### src/rtl/evs_pkg.sv
package evs_pkg;
    // Default datapath widths shared by every part of the sampler.
    parameter int IP_W  = 32;
    parameter int CNT_W = 32;
    parameter int TS_W  = 48;

    // One captured sample.
    typedef struct packed {
        logic [IP_W-1:0]  ip;
        logic [CNT_W-1:0] cnt;
        logic [TS_W-1:0]  ts;
    } evs_rec_t;

    // Queue occupancy change for one cycle.
    typedef enum logic [1:0] {
        LVL_HOLD = 2'b00,
        LVL_DEC  = 2'b01,
        LVL_INC  = 2'b10,
        LVL_SWAP = 2'b11
    } lvl_op_e;

    function automatic lvl_op_e lvl_op(input logic push, input logic pop);
        return lvl_op_e'({push, pop});
    endfunction
endpackage

### src/rtl/evs_period_counter.sv
module evs_period_counter
    import evs_pkg::*;
#(
    parameter int W = CNT_W
) (
    input  logic         clk,
    input  logic         rst,
    input  logic         evt_i,
    input  logic         cfg_we_i,
    input  logic [W-1:0] cfg_thr_i,
    output logic         fire_o,
    output logic [W-1:0] cnt_o,
    output logic [W-1:0] thr_o
);
    logic [W-1:0] thr_q;
    logic [W-1:0] cnt_q;
    logic [W-1:0] evt_w;

    assign evt_w  = {{(W-1){1'b0}}, evt_i};
    assign fire_o = (thr_q != '0) && (cnt_q == thr_q);
    assign cnt_o  = cnt_q;
    assign thr_o  = thr_q;

    always_ff @(posedge clk) begin
        if (rst) begin
            thr_q <= '0;
            cnt_q <= '0;
        end else begin
            if (cfg_we_i) begin
                thr_q <= cfg_thr_i;
            end
            if (cfg_we_i || (thr_q == '0)) begin
                cnt_q <= '0;
            end else if (fire_o) begin
                cnt_q <= evt_w;
            end else begin
                cnt_q <= cnt_q + evt_w;
            end
        end
    end
endmodule

### src/rtl/evs_timebase.sv
module evs_timebase
    import evs_pkg::*;
#(
    parameter int W = TS_W
) (
    input  logic         clk,
    input  logic         rst,
    output logic [W-1:0] ts_o
);
    always_ff @(posedge clk) begin
        if (rst) ts_o <= '0;
        else     ts_o <= ts_o + 1'b1;
    end
endmodule

### src/rtl/evs_irq_ctl.sv
module evs_irq_ctl (
    input  logic clk,
    input  logic rst,
    input  logic fire_i,
    input  logic ack_i,
    output logic irq_o
);
    always_ff @(posedge clk) begin
        if (rst) irq_o <= 1'b0;
        else     irq_o <= fire_i | (irq_o & ~ack_i);
    end
endmodule

### src/rtl/evs_trace_fifo.sv
module evs_trace_fifo
    import evs_pkg::*;
#(
    parameter int DEPTH = 8,
    localparam int AW   = (DEPTH > 1) ? $clog2(DEPTH) : 1
) (
    input  logic      clk,
    input  logic      rst,
    input  logic      push_i,
    input  evs_rec_t  rec_i,
    input  logic      pop_i,
    output evs_rec_t  head_o,
    output logic      valid_o,
    output logic      ovf_o,
    output logic [AW:0] level_o
);
    localparam logic [AW:0]   FULL_LVL = (AW+1)'(DEPTH);
    localparam logic [AW-1:0] LAST_PTR = AW'(DEPTH - 1);

    evs_rec_t    mem [DEPTH];
    logic [AW-1:0] wr_ptr, rd_ptr;
    logic [AW:0]   level;
    logic          pop_ok, push_ok;

    assign pop_ok  = pop_i && (level != '0);
    assign push_ok = push_i && ((level != FULL_LVL) || pop_ok);
    assign valid_o = (level != '0);
    assign head_o  = mem[rd_ptr];
    assign level_o = level;

    function automatic logic [AW-1:0] step_ptr(input logic [AW-1:0] p);
        return (p == LAST_PTR) ? '0 : p + 1'b1;
    endfunction

    always_ff @(posedge clk) begin
        if (push_ok) mem[wr_ptr] <= rec_i;
    end

    always_ff @(posedge clk) begin
        if (rst) begin
            wr_ptr <= '0;
            rd_ptr <= '0;
            level  <= '0;
            ovf_o  <= 1'b0;
        end else begin
            if (push_ok) wr_ptr <= step_ptr(wr_ptr);
            if (pop_ok)  rd_ptr <= step_ptr(rd_ptr);
            case (lvl_op(push_ok, pop_ok))
                LVL_INC: level <= level + 1'b1;
                LVL_DEC: level <= level - 1'b1;
                default: level <= level;
            endcase
            if (push_i && !push_ok) ovf_o <= 1'b1;
        end
    end
endmodule

### src/rtl/evt_sampler.sv
module evt_sampler
    import evs_pkg::*;
#(
    parameter int DEPTH = 8,
    localparam int AW   = (DEPTH > 1) ? $clog2(DEPTH) : 1
) (
    input  logic             clk,
    input  logic             rst,
    input  logic             evt_i,
    input  logic [IP_W-1:0]  ip_i,
    input  logic             cfg_we_i,
    input  logic [CNT_W-1:0] cfg_thr_i,
    input  logic             irq_ack_i,
    input  logic             rd_en_i,
    output logic             irq_o,
    output logic             rd_valid_o,
    output logic [IP_W-1:0]  rd_ip_o,
    output logic [CNT_W-1:0] rd_cnt_o,
    output logic [TS_W-1:0]  rd_ts_o,
    output logic             ovf_o
);
    logic             fire;
    logic [CNT_W-1:0] cnt_q;
    logic [CNT_W-1:0] thr_q;
    logic [TS_W-1:0]  ts_q;
    logic [AW:0]      fifo_level;
    evs_rec_t         snap, head;

    evs_period_counter #(.W(CNT_W)) u_cnt (
        .clk(clk), .rst(rst), .evt_i(evt_i),
        .cfg_we_i(cfg_we_i), .cfg_thr_i(cfg_thr_i),
        .fire_o(fire), .cnt_o(cnt_q), .thr_o(thr_q)
    );

    evs_timebase #(.W(TS_W)) u_ts (
        .clk(clk), .rst(rst), .ts_o(ts_q)
    );

    evs_irq_ctl u_irq (
        .clk(clk), .rst(rst), .fire_i(fire), .ack_i(irq_ack_i), .irq_o(irq_o)
    );

    always_comb begin
        snap.ip  = ip_i;
        snap.cnt = cnt_q;
        snap.ts  = ts_q;
    end

    evs_trace_fifo #(.DEPTH(DEPTH)) u_fifo (
        .clk(clk), .rst(rst), .push_i(fire), .rec_i(snap), .pop_i(rd_en_i),
        .head_o(head), .valid_o(rd_valid_o), .ovf_o(ovf_o), .level_o(fifo_level)
    );

    assign rd_ip_o  = head.ip;
    assign rd_cnt_o = head.cnt;
    assign rd_ts_o  = head.ts;
endmodule

### config.mk
export PLATFORM = sky130hd
export DESIGN_NAME = evt_sampler
export DESIGN_NICKNAME = d
export VERILOG_FILES = /design/src/rtl/evs_pkg.sv /design/src/rtl/evs_period_counter.sv /design/src/rtl/evs_timebase.sv /design/src/rtl/evs_irq_ctl.sv /design/src/rtl/evs_trace_fifo.sv /design/src/rtl/evt_sampler.sv
export SDC_FILE = /design/constraint.sdc
export NUM_CORES = 1
export LEC_CHECK = 0
export BUFFER_PORTS_ARGS = -buffer_cell sky130_fd_sc_hd__clkbuf_2
export CORE_MARGIN = 5
export CORE_UTILIZATION = 40
export DETAILED_ROUTE_END_ITERATION = 8
export GPL_ROUTABILITY_DRIVEN = 0
export PLACE_DENSITY = 0.53
export SLEW_MARGIN = 40
export SYNTH_ARGS = -nofsm -noshare
export SYNTH_HDL_FRONTEND = slang
export SYNTH_SLANG_ARGS = --single-unit
### constraint.sdc
create_clock -name clk -period 15.9 [get_ports clk]
set_clock_uncertainty 0.15 [all_clocks]
set_input_delay 3.18 -clock clk [delete_from_list [all_inputs] [get_ports clk]]
set_output_delay 3.18 -clock clk [all_outputs]
set_load 0.01 [all_outputs]
-- Word level (Yosys, flattened, before mapping)
Memories as Yosys holds them, arrays and structs flattened. A register that Yosys moved wholly into a read port is not among the register bits.
Cells that the tools add are included.
- multiplexer cells: 8
- bitwise gates (word level): 3
- reductions and logical operators: 13
- equal/unequal tests: 6
- add/sub/neg operators: 6
- operators by type and width (kind ; count):
    adder 48 x 1 -> 48 bit, second input constant ; 1
    adder 32 x 1 -> 32 bit ; 1
    == test 32 bit ; 1
    logical NOT 32 bit ; 1
    nonzero test 32 bit ; 1
    2-to-1 mux 3 bit ; 4
    case mux 4 bit (2 select lines) ; 1
    adder 3 x 1 -> 3 bit, second input constant ; 2
    == test 3 bit, second input constant ; 2
    adder 4 x 1 -> 4 bit, second input constant ; 1
    logical AND 1 bit ; 4
    inequality test 4 bit, second input constant ; 1
    nonzero test 4 bit ; 1
    subtractor 4 x 1 -> 4 bit, second input constant ; 1
    2-to-1 mux 1 bit ; 3
    OR reduction 3 bit ; 1
    == test 2 x 1 -> 1 bit, second input constant ; 1
    == test 2 bit, second input constant ; 1
    logical OR 1 bit ; 2
    nonzero test 2 bit ; 1
    OR reduction 2 bit ; 1
    AND 1 bit ; 1
    logical NOT 1 bit ; 1
    inverter 1 bit ; 1
    OR 1 bit ; 1
- memories: 1
- flip-flop bits (word level): 124
- RAM bits: 896
- input bits: 70
- output and inout port bits: 115
- word-level logic and storage cells: 46
- memories (memory ; depth ; bits a word ; read ports ; clocked after memory_dff ; write ports ; RTL line ; text):
    u_fifo.mem ; 8 ; 112 ; 1 ; 1 ; 1 ; evs_trace_fifo.sv:20 ; evs_rec_t mem [DEPTH];

-- Depth between registers and ports, before layout
Gate-level depths: netlist (run 1).
- depth after elaboration: 6
- depth in mapped cells: 10
- gate-level depth less buffers: 10

-- By module
From an unflattened synthesis (run 1), not the netlist that was laid out.
- cells, all modules: 1941
- area total of the unflattened synthesis: 39810.7 um2
- by module, submodules not included (module ; cells an instance ; instances ; seq. area each (um2) ; area an instance (um2)):
    evs_trace_fifo ; 1374 ; 1 ; 27186.1 ; 34594.4
    evs_period_counter ; 320 ; 1 ; 1281.2 ; 3024.2
    evs_timebase ; 243 ; 1 ; 960.9 ; 2153.3
    evs_irq_ctl ; 4 ; 1 ; 20.0 ; 38.8

-- Worst setup path after synthesis (run 1)
No wires, ideal clock.
- path type: input -> register
- start point: input rd_en_i
- end point: memory u_fifo.mem[2][0] (netlist bit), enable pin
- path buffers: 0
- path slack: 3197 ps
- arrival: 11810 ps
- stages: 4
- setup time: 743 ps
- required time: 15007 ps
- path through: nor4bb_1 -> nor4_1 -> nand2b_1 -> nor3b_1
- cells in the longest elaborated chain, start to end: 5
- RTL lines (what ; RTL line ; text):
    start: declaration ; evt_sampler.sv:14 ; input logic rd_en_i,
    logical AND 1 bit ; evs_trace_fifo.sv:25 ; assign pop_ok = pop_i && (level != '0);
    logical OR 1 bit ; evs_trace_fifo.sv:26 ; assign push_ok = push_i && ((level != FULL_LVL) || pop_ok);
    logical AND 1 bit ; evs_trace_fifo.sv:26 ;
    2-to-1 mux 1 bit ; evs_trace_fifo.sv:36 ; if (push_ok) mem[wr_ptr] <= rec_i;
    2-to-1 mux 1 bit (implied by the code) ; evs_trace_fifo.sv:36 ;
    end: declaration ; evs_trace_fifo.sv:20 ;
Every way passes these cells.

==> summary.md, run 1 <==
| Metric | Value |
|---|---|
| IO buf count | 184 |
| CP max-delay cell | dfxtp_4 |
| Number of cells on the critical path | 5 |
| Crit path to | rd_cnt_o[15] |
| Post-synthesis async set-or-reset flop share | 0 |
| DRC violation total after the first TritonRoute iteration | 1189 |
| Mapped Cells | 1913 |
| Slew margin rel. | 0.462 |
| DR pass1 iterations | 5 |
| Main synth FF type | edfxtp_1 |
| Synth Cell Area | 39100 sq um |
| Buffer count from post-CTS setup fixing | 0 |
| Pwr dens | 134 nW/um^2 |
| Final wirelength | 86200 um |
| Share of the synthesized area in the top cell type | 0.688 |
| CTS buffer count | 107 |
| Slowest cell delay on critical path | 0.72 ns |
| Max Slew Vio Count | 0 |
| Core box area | 96900 sq um |
| Required time worst endpoint | 12.57 ns |
| H-tree depth | 3 |
| Max-Cap Viols | 0 |
| Top delay family on crit path | buffers and inverters |
| Routed Antenna Nets | 0 |
| Largest net degree at the start of global routing | 100 |
| Clock slew at reported path FFs | 0.06 ns |
| Syn Area/Cell | 20.5 sq um |
| Synthesized net count | 1991 |
| Final Net Count | 2236 |
| Crit end category | primary output |
| Initial antenna violation count | 2 |
| FF-to-FF path depth | 8 |
| Worst Max-Slew Pin Slew | 0.807 ns |
| Yosys cell types | 40 |
| Vias/cell | 5.27 |
| Endpoints failing setup | 0 |
| Avg WL per Cell | 24.4 um |
| Cell mode on critical path | buf_6 |
| FF+latch area | 29500 sq um |
| Post-CTS sizing | 0 |
| CP cell instances | buf_6, buf_6, mux4_2, mux2_2, clkbuf_2 |
| EDFF count, synth | 896 |
| Leak pwr | 15.1 nW |
| Yosys warning count | 0 |
| Critical path class | reg2out |
| Area grow syn2layout | 15.7% |
| Top cells by count, synth | edfxtp_1 (896), mux4_2 (224), dfxtp_1 (127), nor2_1 (124), mux2_2 (114) |
| Clock latency on the worst-skew pair | 0.67 ns |
| Largest area contributor in the netlist | edfxtp_1 |
| Highest Clock Rate | 146 MHz |
| All-Layer GR Usage | 0.166 |
| CTS tree | built |
| Reg2reg start | u_cnt.cnt_o[4] |
| Status | finished clean |
| Pre-CTS setup slack | 9.40 ns |
| Seq/Total Area, Yosys | 0.753 |
| Crit path max fanout | 64 |
| Maximum vdd drop | 89.5 uV |
| Hold Crit Class | reg2reg |
| Global-route wire length before repair | 130000 um |
| Max clock buf depth | 3 |
| Layout cell share with drive strength beyond 1 | 0.328 |
| Fillers | 8008 |
| HP Start | u_fifo.wr_ptr[2] |
| Worst r2r dst | u_fifo.mem[7][3] |
| Die width | 323 um |
| Final Hold Vio Count | 0 |
| Grt total ovfl | 0 |
| Min Clock Period, post-route | 6.86 ns |
| Worst EP arrival | 3.53 ns |
| Remaining DRCs | 0 |
| Initial Util | 0.404 |
| TNS Setup | 0 ns |
| Synth area leaders | edfxtp_1 (69%), mux4_2 (13%), dfxtp_1 (6.5%) |
| Worst R2R Setup Slack | 11.25 ns |
| RSZ-0062 raised after global routing | false |
| Critical path buffers and inverters | 3 |
| Root Buffer | clkbuf_16 |
| Rows | 114 |
| Hold buffer count at CTS | 0 |
| Num Clock Sinks | 1023 |
| Footprint of the multi-input gates | 9380 sq um |
| Die area | 104000 sq um |
| Startpoint types | register |
| Crit share post-route | 0.431 |
| Top-count cell post-synth | edfxtp_1 |
| Vias in the first global route | 20028 |
| Flops & latches, synth | 1023 |
| Total number of vias | 18593 |
| # IOs | 185 |
| Die Y | 323 um |
| Hpwl dp | 47300 um |
| Worst Slack Setup Final | 9.04 ns |
[layer usage]
layer | track usage | part of all wire | up-vias
met5 | 0 | 0 | -
li1 | - | - | 8265
met3 | 0.0319 | 0.049 | 84
met2 | 0.274 | 0.48 | 445
met1 | 0.232 | 0.45 | 9799
met4 | 0.0382 | 0.016 | 0
[kinds of logic (layout without fill, tap and decap cells)]
| family | Yosys count | after routing | share of synthesized area |
|---|---|---|---|
| flops | 1023 | 1023 | 0.753 |
| mux | 374 | 374 | 0.171 |
| simple gates | 294 | 294 | 0.0387 |
| xor+xnor | 101 | 101 | 0.0226 |
| buf+inv | 87 | 427 | 0.00899 |
| compound gates | 26 | 26 | 0.00355 |
| fa+ha+maj | 8 | 8 | 0.00256 |
| other cells | 0 | 1 | 0 |
[cells in the final DEF (no fill, tap or decap), types with 8 or more instances in the layout]
master     instances
o21ai_0            8
nand4_1           20
mux2i_1           36
clkbuf_8          13
and3_1             8
clkinv_1          14
clkbuf_1          33
a21oi_1           15
ha_1               8
clkinv_2          16
edfxtp_1         896
nand3_1           22
dfxtp_1          124
buf_4             12
nand2_1           39
clkbuf_16        110
xor2_1            77
mux4_2           224
or3_1             11
xnor2_1           24
and4_1            10
nor4_1            18
nor2_1           122
buf_6             13
clkbuf_2         182
mux2_2           114
[metrics by stage]
stage	cells	area (sq um)	total power, W	utilization	hold slack [ns]
6_report	3530	45300	0.00608	0.467	0.339
2_1_floorplan	1913	39100	0.00351	-	0.307
4_1_cts	3528	45200	0.00617	0.467	0.338
3_3_place_gp	3319	41600	0.00374	0.430	0.318
5_1_grt	3529	45300	0.00634	0.467	0.357
3_5_place_dp	3324	41800	0.00376	0.432	0.330
[report_power, final]
group,internal (W),total (W),switching (W)
logic,0.000399,0.000751,0.000352
clock network,0.00139,0.00240,0.00102
registers,0.00290,0.00293,0.0000269
total,0.00469,0.00608,0.00139
[final cells by class]
class	instances	area share
repair buffers	218	0.0306
flip-flops and latches	1023	0.651
inverters	5	0.000415
well taps	1276	0.0353
clock inverters	48	0.00810
multi-input cells	803	0.207
clock buffers	156	0.0675
diodes	1	0.0000553
[flip-flops by register name (all words and copies together) (netlist names), named ones only]
signal,count
u_fifo.mem,896
u_irq.irq_o,1
u_fifo.wr_ptr,3
u_fifo.rd_ptr,3
u_fifo.ovf_o,1
u_cnt.cnt_o,32
u_ts.ts_o,48
u_fifo.level_o,4
u_cnt.thr_o,32
[worst min-delay path by stage]
| stage | endpoint | slack, ns | cells after the start |
|---|---|---|---|
| floorplan | u_fifo.wr_ptr[2] | 0.31 | 2 |
| global placement | u_fifo.wr_ptr[2] | 0.32 | 2 |
| detailed placement | u_fifo.wr_ptr[2] | 0.33 | 2 |
| CTS | u_fifo.wr_ptr[2] | 0.34 | 2 |
| global route | u_fifo.wr_ptr[2] | 0.36 | 2 |
| finish | u_fifo.wr_ptr[2] | 0.34 | 2 |
[tightest hold or removal path, cell delays in order, from the launching register on]
cell	delay, ns
dfxtp_1	0.33
nand2_1	0.06
a21oi_1	0.05
No activity file was read; power rests on OpenSTA's default activity.
==> inputs of run 2 (changes only) <==
- ABC_AREA: default -> 1
- clock period: 15.9 -> 6.7 ns (I/O delays scaled with it)
==> run 2 against run 1 <==
Compared with the run above:
- final area increased by 4.3%
- register-to-register slack got worse by 8.4 ns
- via count increased by 43%
- count of clock-buffer cells in the layout decreased by 8
- sequential cell count unchanged
- sequential power increased by 140%
- critical endpoint is now rd_ts_o[35]
==> summary.md, run 2 <==
| Metric | Value |
|---|---|
| Die area | 109000 sq um |
| Crit path max fanout | 138 |
| CP max-delay cell | inv_12 |
| Slowest cell delay on critical path | 0.58 ns |
| All-Layer GR Usage | 0.182 |
| DRC violation total after the first TritonRoute iteration | 1776 |
| Die width | 330 um |
| Worst Hold Path Cells | 1 |
| Leading cell type in the layout, fill and taps excluded | nor2_1 |
| Sw frac | 0.330 |
| Startpoint types | register |
| Max clock buf depth | 3 |
| Leak pwr | 15.7 nW |
| CP cell instances | inv_12, buf_12, o21ai_0, o22ai_1, nor2_1, a31oi_1, clkbuf_2 |
| Worst R2R Setup Slack | 2.84 ns |
| Global-route wire length before repair | 154000 um |
| EDFF count, synth | 896 |
| Top cells by count, synth | nor2_1 (917), edfxtp_1 (896), o21ai_0 (503), nand2_1 (236), dfxtp_1 (127) |
| Yosys cell types | 48 |
| Hold buffer count at CTS | 0 |
| HP Start | u_fifo.ovf_o |
| Final Hold Vio Count | 0 |
| Vias in the first global route | 25774 |
| Crit end category | primary output |
| FF-to-FF path depth | 12 |
| Worst Slack Setup Final | 1.61 ns |
| Synth Cell Area | 41100 sq um |
| Min Clock Period, post-route | 5.09 ns |
| Fin util | 0.463 |
| Hpwl dp | 53700 um |
| Combinational share of power | 0.269 |
| Met2 Wirelength | 46500 um |
| Pwr dens | 377 nW/um^2 |
| Seq/Total Area, Yosys | 0.717 |
| Flops & latches, synth | 1023 |
| Max-Cap Viols | 0 |
| Reg2reg start | u_cnt.cnt_o[27] |
| Critical path class | reg2out |
| Buffer count from post-CTS setup fixing | 0 |
| Grt total ovfl | 0 |
| Clock slew at reported path FFs | 0.06 ns |
| Core box area | 102000 sq um |
| Largest Register | u_fifo.mem |
| Area grow syn2layout | 14.9% |
| Fillers | 9359 |
| Fin cells | 5134 |
| Slew margin rel. | 0.443 |
| Remaining DRCs | 0 |
| Layout cell share with drive strength beyond 1 | 0.117 |
| Rows | 117 |
| Final Net Count | 3751 |
| Max reg flops | 896 |
| Maximum vdd drop | 430 uV |
| H-tree depth | 3 |
| Status | finished clean |
| Max Slew Vio Count | 0 |
| Mapped Cells | 3539 |
| Synth area leaders | edfxtp_1 (65%), nor2_1 (8.4%), dfxtp_1 (6.2%) |
| Total number of vias | 26621 |
| Num Clock Sinks | 1023 |
| Met1 wire length | 48700 um |
| Internal power | 0.0119 W |
| CTS tree | built |
| Share of the synthesized area in the top cell type | 0.655 |
| Largest net degree at the start of global routing | 169 |
| DR pass1 iterations | 5 |
| Initial Util | 0.403 |
| RSZ-0062 raised after global routing | false |
| Clock latency on the worst-skew pair | 0.68 ns |
| Root Buffer | clkbuf_16 |
| Vias/cell | 5.19 |
| Pre-CTS setup slack | 2.37 ns |
| Required time worst endpoint | 5.21 ns |
| Avg WL per Cell | 19.8 um |
| Crit share post-route | 0.759 |
| Hold EP | u_fifo.ovf_o |
| Post-CTS sizing | 0 |
| Worst r2r dst | u_fifo.mem[7][106] |
| Routed Antenna Nets | 0 |
| Worst Max-Slew Pin Slew | 0.835 ns |
| Syn Area/Cell | 11.6 sq um |
| Post-synthesis async set-or-reset flop share | 0 |
| Main synth FF type | edfxtp_1 |
| Top-count cell post-synth | nor2_1 |
| Sequential Power Share | 0.396 |
| Dpl cells | 4930 |
| Initial antenna violation count | 1 |
| Commonest non-fill, non-tap cells in the layout | nor2_1 (917), edfxtp_1 (896), o21ai_0 (503) |
| IO buf count | 184 |
| Clk pwr share | 0.335 |
| Top flop regs | u_fifo.mem x896, u_ts.ts_o x48 |
| CTS buffer count | 109 |
| Highest routed metal layer | met4 |
| Switching power | 0.00588 W |
| Final wirelength | 102000 um |
| # IOs | 185 |
| Worst EP arrival | 3.60 ns |
| Yosys warning count | 0 |
| Endpoints failing setup | 0 |
| Synthesized net count | 3617 |
| Die Y | 330 um |
| Met3 WL | 4930 um |
| Largest area contributor in the netlist | edfxtp_1 |
| Highest Clock Rate | 197 MHz |
| Hold Crit Class | reg2reg |
-- run 2: metal layers --
metal  up-vias  global-route usage
met5         -                   0
met1     13039               0.264
met4         0              0.0431
met2       534               0.293
met3       128              0.0288
li1      12920                   -
-- run 2: cell families (layout without fill, tap and decap cells) --
logic type      count (synthesis)  after routing  share of synthesized area
compound gates                819            819                      0.108
buf+inv                       326            552                     0.0314
xor+xnor                       27             27                    0.00576
fa+ha+maj                       8              8                    0.00244
flops                        1023           1023                      0.717
simple gates                 1336           1336                      0.136
other cells                     0              1                          0
-- run 2: power groups by stage --
stage	sequential, W	clock [W]	combinational (W)
global route	0.00706	0.00637	0.00532
floorplan	0.00706	0	0.00304
CTS	0.00705	0.00610	0.00490
detailed placement	0.00718	0	0.00488
global placement	0.00718	0	0.00486
finish	0.00705	0.00596	0.00478
-- run 2: area by class of cell --
type | instances | area, sq um | share of cell area
tap | 1368 | 1710 | 0.0363
clock inverter | 55 | 566 | 0.0120
clock buffer | 148 | 2980 | 0.0630
sequential | 1023 | 29500 | 0.624
inverter | 134 | 538 | 0.0114
timing repair buffer | 215 | 1530 | 0.0323
multi-input combinational | 2190 | 10400 | 0.221
antenna | 1 | 2.50 | 0.0000530
-- run 2: worst max path at each step --
stage	startpoint	slack, ns	endpoint	cells past startpoint
after floorplan	rd_en_i	-0.12	u_fifo.mem[1][0]	6
after global placement	register	2.15	rd_ts_o[35]	7
after detailed placement	register	2.37	rd_ts_o[35]	7
after CTS	register	1.60	rd_ts_o[35]	7
after global routing	register	1.41	rd_ts_o[35]	7
final	register	1.61	rd_ts_o[35]	7
-- run 2: critical path, delay by kind of cell, from the launching register on --
kind | cells | cell delay (ns)
flops | 1 | 0.56
compound gates | 3 | 0.82
simple gates | 1 | 0.07
buf+inv | 3 | 1.27
-- run 2: metrics by stage --
| step | setup TNS, ns | hold slack, ns | power, W | cell area, sq um |
|---|---|---|---|---|
| finish | 0 | 0.318 | 0.0178 | 47200 |
| floorplan | -97.73 | 0.307 | 0.0101 | 41100 |
| global route | 0 | 0.341 | 0.0188 | 47200 |
| global placement | 0 | 0.303 | 0.0120 | 43400 |
| CTS | 0 | 0.324 | 0.0180 | 47200 |
| detailed placement | 0 | 0.309 | 0.0121 | 43700 |
